File: config.mk
export PLATFORM = sky130hd
export DESIGN_NAME = nss_strobe_seq
export DESIGN_NICKNAME = d
export VERILOG_FILES = /design/src/rtl/nss_pkg.sv /design/src/rtl/nss_sync.sv /design/src/rtl/nss_count.sv /design/src/rtl/nss_strobe_seq.sv
export SDC_FILE = /design/constraint.sdc
export NUM_CORES = 1
export LEC_CHECK = 0
export CORE_UTILIZATION = 35
export CTS_CLUSTER_SIZE = 12
export DETAILED_ROUTE_END_ITERATION = 12
export DONT_BUFFER_PORTS = 1
export REMOVE_ABC_BUFFERS = 1
export SETUP_SLACK_MARGIN = 0.4
export SYNTH_ARGS = -nofsm -noshare
export SYNTH_HDL_FRONTEND = slang
export SYNTH_SLANG_ARGS = --single-unit
File: constraint.sdc
create_clock -name clk -period 2.5 [get_ports clk]
set_input_delay 0.25 -clock clk [delete_from_list [all_inputs] [get_ports clk]]
set_output_delay 0.25 -clock clk [all_outputs]
set_load 0.005 [all_outputs]
File: src/rtl/nss_pkg.sv
package nss_pkg;
   typedef enum logic [1:0] {
      PH_IDLE   = 2'd0,
      PH_LEAD   = 2'd1,
      PH_STROBE = 2'd2,
      PH_TRAIL  = 2'd3
   } phase_t;
endpackage

File: src/rtl/nss_sync.sv
module nss_sync #(
   parameter int STAGES    = 2,
   parameter bit RESET_VAL = 1'b1
) (
   input  logic clk,
   input  logic rst_n,
   input  logic d,
   output logic q
);
   initial begin
      if (STAGES < 0 || STAGES > 4) $error("nss_sync: STAGES out of range");
   end

   generate
      if (STAGES == 0) begin : g_bypass
         assign q = d;
      end else begin : g_chain
         logic [STAGES-1:0] sr;
         always_ff @(posedge clk or negedge rst_n) begin
            if (!rst_n) sr <= {STAGES{RESET_VAL}};
            else        sr <= (sr << 1) | STAGES'(d);
         end
         assign q = sr[STAGES-1];
      end
   endgenerate
endmodule

File: src/rtl/nss_count.sv
module nss_count #(
   parameter int W = 8
) (
   input  logic         clk,
   input  logic         rst_n,
   input  logic         load,
   input  logic [W-1:0] load_val,
   input  logic         dec,
   output logic         zero
);
   logic [W-1:0] value;

   always_ff @(posedge clk or negedge rst_n) begin
      if (!rst_n)                     value <= '0;
      else if (load)                  value <= load_val;
      else if (dec && value != '0)    value <= value - 1'b1;
   end

   assign zero = (value == '0);
endmodule

File: src/rtl/nss_strobe_seq.sv
module nss_strobe_seq
   import nss_pkg::*;
#(
   parameter int ADDR_W      = 16,
   parameter int DATA_W      = 8,
   parameter int TW          = 8,
   parameter int SYNC_STAGES = 2
) (
   input  logic              clk,
   input  logic              rst_n,
   input  logic              req_valid,
   output logic              req_ready,
   input  logic              req_write,
   input  logic [ADDR_W-1:0] req_addr,
   input  logic [DATA_W-1:0] req_wdata,
   input  logic [TW-1:0]     cfg_lead,
   input  logic [TW-1:0]     cfg_pulse,
   input  logic [TW-1:0]     cfg_trail,
   input  logic [TW-1:0]     cfg_float,
   input  logic              wait_n,
   output logic [ADDR_W-1:0] mem_addr,
   output logic              addr_valid,
   output logic              we_n,
   output logic              oe_n,
   output logic [DATA_W-1:0] dq_out,
   output logic              dq_oe,
   input  logic [DATA_W-1:0] dq_in,
   output logic [DATA_W-1:0] rd_data,
   output logic              done
);
   localparam logic [TW-1:0] T_RSV = {TW{1'b1}};
   localparam logic [TW-1:0] T_TOP = T_RSV - 1'b1;
   localparam logic [TW-1:0] T_ONE = TW'(1);

   initial begin
      if (TW < 2)      $error("nss_strobe_seq: TW must be at least 2");
      if (ADDR_W < 1)  $error("nss_strobe_seq: ADDR_W must be positive");
      if (DATA_W < 1)  $error("nss_strobe_seq: DATA_W must be positive");
   end

   function automatic logic [TW-1:0] cap_rsv(input logic [TW-1:0] v);
      return (v == T_RSV) ? T_TOP : v;
   endfunction

   function automatic logic [TW-1:0] cap_min1(input logic [TW-1:0] v);
      logic [TW-1:0] c;
      c = cap_rsv(v);
      return (c == '0) ? T_ONE : c;
   endfunction

   phase_t            phase, phase_nx;
   logic              is_wr;
   logic [ADDR_W-1:0] addr_q;
   logic [DATA_W-1:0] wdata_q;
   logic [TW-1:0]     pulse_q, trail_q;
   logic              wait_ok, ph_zero, flt_zero;
   logic              accept, busy, strobe_end;
   logic              ph_load;
   logic [TW-1:0]     ph_load_val;

   assign accept     = req_valid && (phase == PH_IDLE);
   assign busy       = (phase != PH_IDLE);
   assign strobe_end = (phase == PH_STROBE) && ph_zero && wait_ok;

   nss_sync #(.STAGES(SYNC_STAGES), .RESET_VAL(1'b1)) u_wait_sync (
      .clk(clk), .rst_n(rst_n), .d(wait_n), .q(wait_ok)
   );

   always_comb begin
      ph_load     = 1'b0;
      ph_load_val = '0;
      phase_nx    = phase;
      unique case (phase)
         PH_IDLE: if (accept) begin
            ph_load     = 1'b1;
            ph_load_val = cap_rsv(cfg_lead);
            phase_nx    = PH_LEAD;
         end
         PH_LEAD: if (ph_zero) begin
            ph_load     = 1'b1;
            ph_load_val = pulse_q;
            phase_nx    = PH_STROBE;
         end
         PH_STROBE: if (strobe_end) begin
            ph_load     = 1'b1;
            ph_load_val = trail_q - 1'b1;
            phase_nx    = PH_TRAIL;
         end
         PH_TRAIL: if (ph_zero) phase_nx = PH_IDLE;
         default: phase_nx = PH_IDLE;
      endcase
   end

   nss_count #(.W(TW)) u_phase_cnt (
      .clk(clk), .rst_n(rst_n), .load(ph_load), .load_val(ph_load_val),
      .dec(busy), .zero(ph_zero)
   );

   nss_count #(.W(TW)) u_float_cnt (
      .clk(clk), .rst_n(rst_n), .load(accept), .load_val(cap_rsv(cfg_float)),
      .dec(busy), .zero(flt_zero)
   );

   always_ff @(posedge clk or negedge rst_n) begin
      if (!rst_n) begin
         phase   <= PH_IDLE;
         is_wr   <= 1'b0;
         addr_q  <= '0;
         wdata_q <= '0;
         pulse_q <= T_ONE;
         trail_q <= T_ONE;
         rd_data <= '0;
         done    <= 1'b0;
      end else begin
         phase <= phase_nx;
         done  <= (phase == PH_TRAIL) && ph_zero;
         if (accept) begin
            is_wr   <= req_write;
            addr_q  <= req_addr;
            wdata_q <= req_wdata;
            pulse_q <= cap_min1(cfg_pulse);
            trail_q <= cap_min1(cfg_trail);
         end
         if (strobe_end && !is_wr) rd_data <= dq_in;
      end
   end

   assign req_ready  = (phase == PH_IDLE);
   assign addr_valid = busy;
   assign mem_addr   = addr_q;
   assign dq_out     = wdata_q;
   assign we_n       = !((phase == PH_STROBE) && is_wr);
   assign oe_n       = !((phase == PH_STROBE) && !is_wr);
   assign dq_oe      = busy && is_wr && flt_zero;
endmodule

==> flow_summary.json <==
{
  "status": "finished clean",
  "yosys_register_bits": 70,
  "fin_crit_ns": 2.01,
  "async_reset_ff_share_pct": 100,
  "core_area_um2": 9730,
  "rows": 36,
  "p_leak_uw": 0.00197,
  "syn_avg_cell_area_um2": 9.23,
  "seq_area_frac_synth_pct": 50.2,
  "start_util_pct": 35.9,
  "ys_types": 51,
  "ios": 107,
  "clockBufferDepth": 2,
  "synthFlopType": "dfrtp_1",
  "grt_pass1_vias": 2720,
  "final-hold-violation-count": 0,
  "yosysTopAreaCellShare_pct": 47.2,
  "first_pass_iters": 4,
  "detail-route-antenna-nets": 0,
  "synthTopCellsByCount": "130 x nand2_1, 66 x dfrtp_1, 15 x nor2_1",
  "yosys_warnings": 0,
  "max_freq_mhz": 498,
  "port_buffers": 0,
  "slew_headroom_pct": 59.3,
  "netlist_instances": 379,
  "finClkSkew_ns": 0.00953,
  "yosys.area.top_type": "dfrtp_1",
  "clock_latency_ns": 0.34,
  "synthTopCellsByArea": "dfrtp_1 47%, nand2_1 14%, ha_1 3.6%, dfstp_2 3.0%, mux2_1 2.9%",
  "cp-end-kind": "primary output",
  "area_delta_synth_final_pct": 18.6,
  "dr_total_vias": 2826,
  "cts_root_buf": "clkbuf_8",
  "p_per_area_nw_per_um2": 557,
  "syn_area_um2": 3500,
  "grt_max_degree": 71,
  "nNetsFinal": 483,
  "nFillCells": 997,
  "place_congestion": 0.864,
  "wl_um": 8440,
  "maxCapViolCount": 0,
  "die_w_um": 102,
  "die_y_um": 102,
  "antenna_found_initial": 0,
  "fin_tns_setup_ns": 0,
  "critPathRequiredTime_ns": 2.25,
  "rsz0062_at_grt": "false",
  "multi_input_area_um2": 1650,
  "final_util_pct": 42.6,
  "grt_usage_pct": 16.6,
  "routed_via_density": 5.21,
  "cts_sinks": 70,
  "peakVddDrop_mv": 0.392,
  "diodes": 0,
  "grt_first_pass_wirelength_um": 13300,
  "hold_class": "input pin to flip-flop",
  "synth-edff-count": 0,
  "hpwl_um": 5820,
  "arrival_ns": 1.76,
  "dieArea_um2": 10400,
  "reg2reg_slack_ns": 0.52,
  "drc": 0,
  "worstMarginPinSlew_ns": 0.611,
  "htreeDepth": 3,
  "clk_pin_slew_ns": 0.08,
  "finalSetupViolations": 0,
  "fin_total_pwr_uw": 2310,
  "synth_most_common_cell": "nand2_1",
  "overflow": 0,
  "drtIter0Drc": 142,
  "path_class": "flip-flop to primary output",
  "cts_made_buffers": 9,
  "finalMaxSlewViolations": 0,
  "route.detailed.wl_per_inst_um": 15.6,
  "layout-drive-gt1-share_pct": 12.2,
  "startpoint_type": "flip-flop",
  "seqCellArea_um2": 1760,
  "cts_tree": "built",
  "fin_crit_sh_pct": 80.3,
  "cp_max_fo": 6
}
-- kinds of logic after synthesis --
logic type / Yosys count / synth area share (%)
AND/OR/NAND/NOR: 200 / 26.5
flip-flops: 70 / 50.2
AO/OA/AOI/OAI: 51 / 10.1
buffers and inverters: 26 / 3.22
multiplexers: 15 / 4.62
adder cells (fa/ha/maj): 10 / 3.58
XOR/XNOR: 7 / 1.75
-- sequential cells by signal, indices dropped and copies added (netlist names) --
register and cells:
done 1, dq_out 8, is_wr 1, mem_addr 16
phase 2, pulse_q 8, rd_data 8, trail_q 8
u_float_cnt.value 8, u_phase_cnt.value 8, u_wait_sync.g_chain.sr 2
-- cells in the final DEF (no fill, tap or decap), types with 3 or more instances in the layout --
master | Yosys | layout
a211oi_1 | 4 | 4
a21oi_1 | 13 | 12
a22o_1 | 3 | 3
a22oi_1 | 3 | 3
and3_1 | 3 | 3
buf_4 | 0 | 10
bufinv_16 | 0 | 3
clkbuf_8 | 0 | 10
dfrtp_1 | 66 | 66
dfstp_2 | 4 | 4
dlygate4sd3_1 | 0 | 14
ha_1 | 10 | 9
inv_1 | 13 | 9
inv_2 | 0 | 3
mux2_1 | 9 | 9
mux2i_1 | 6 | 6
nand2_1 | 130 | 130
nand3_1 | 10 | 10
nand4_1 | 5 | 5
nor2_1 | 15 | 15
nor3_1 | 7 | 7
nor4_1 | 6 | 6
o211ai_1 | 3 | 3
o21a_1 | 3 | 3
o21ai_0 | 4 | 4
o21ai_1 | 5 | 5
or4_1 | 4 | 4
xor2_1 | 5 | 5
-- per-stage QoR --
step	setup slack (ns)	cells	hold slack, ns	area [um2]
floorplan	-0.0576	366	-0.0456	3430
global placement	0.409	503	-0.0439	3630
detailed placement	0.274	503	-0.0442	3630
CTS	0.401	536	0.000795	4080
global route	0.389	542	0.0000831	4150
finish	0.493	542	0.0182	4150
-- final timing paths --
kind                                                      from                             endpoint  cells past startpoint
setup reg to reg              u_phase_cnt.value[0]$_DFFE_PN0P_     u_phase_cnt.value[1]$_DFFE_PN0P_                      8
hold reg to reg            u_wait_sync.g_chain.sr[0]$_DFF_PN1_  u_wait_sync.g_chain.sr[1]$_DFF_PN1_                      0
min in group asynchronous                                rst_n     u_float_cnt.value[7]$_DFFE_PN0P_                      2
setup / recovery              u_float_cnt.value[0]$_DFFE_PN0P_                                dq_oe                      5
max in group asynchronous                                rst_n               pulse_q[0]$_DFFE_PN1P_                      2
hold / removal                                    req_addr[14]             mem_addr[14]$_DFFE_PN0P_                      2
-- per-layer routing --
layer  track usage, %  vias up  wire length [um]
li1                 -     1345                 -
met1             21.7     1368              3690
met2             26.6      102              4060
met3             4.45       11               579
met4             6.04        0               116
met5                0        -                 0
-- power breakdown --
| group | internal, uW | switching [uW] | total (uW) |
|---|---|---|---|
| clock | 692 | 427 | 1120 |
| combinational | 24.9 | 28.3 | 53.1 |
| sequential | 1140 | 2.36 | 1140 |
| total | 1850 | 458 | 2310 |
-- timing repair --
| item | in CTS | in global routing |
|---|---|---|
| endpoints found under the hold margin | 83 | 0 |
| hold buffers | 15 | 0 |
| setup buffers | 2 | 6 |
| endpoints found under the setup margin | 16 | 18 |
| gates resized for setup | 3 | 6 |
| pin swaps | 3 | 3 |
-- final cells by class --
type,instances,area share (%)
clock buffer,11,3.41
clock inverter,5,2.56
sequential,70,42.4
tap,133,4.01
timing repair buffer,27,6.61
inverter,13,1.27
multi-input combinational,283,39.8
-- worst max-delay path, stage by stage, from the launching register on --
cell and delay, ns:
dfrtp_1 0.40, inv_1 0.09, ha_1 0.26, nor3b_2 0.30
and2_1 0.19, and3_1 0.18
Note: power is estimated with default switching activity, not from simulation.
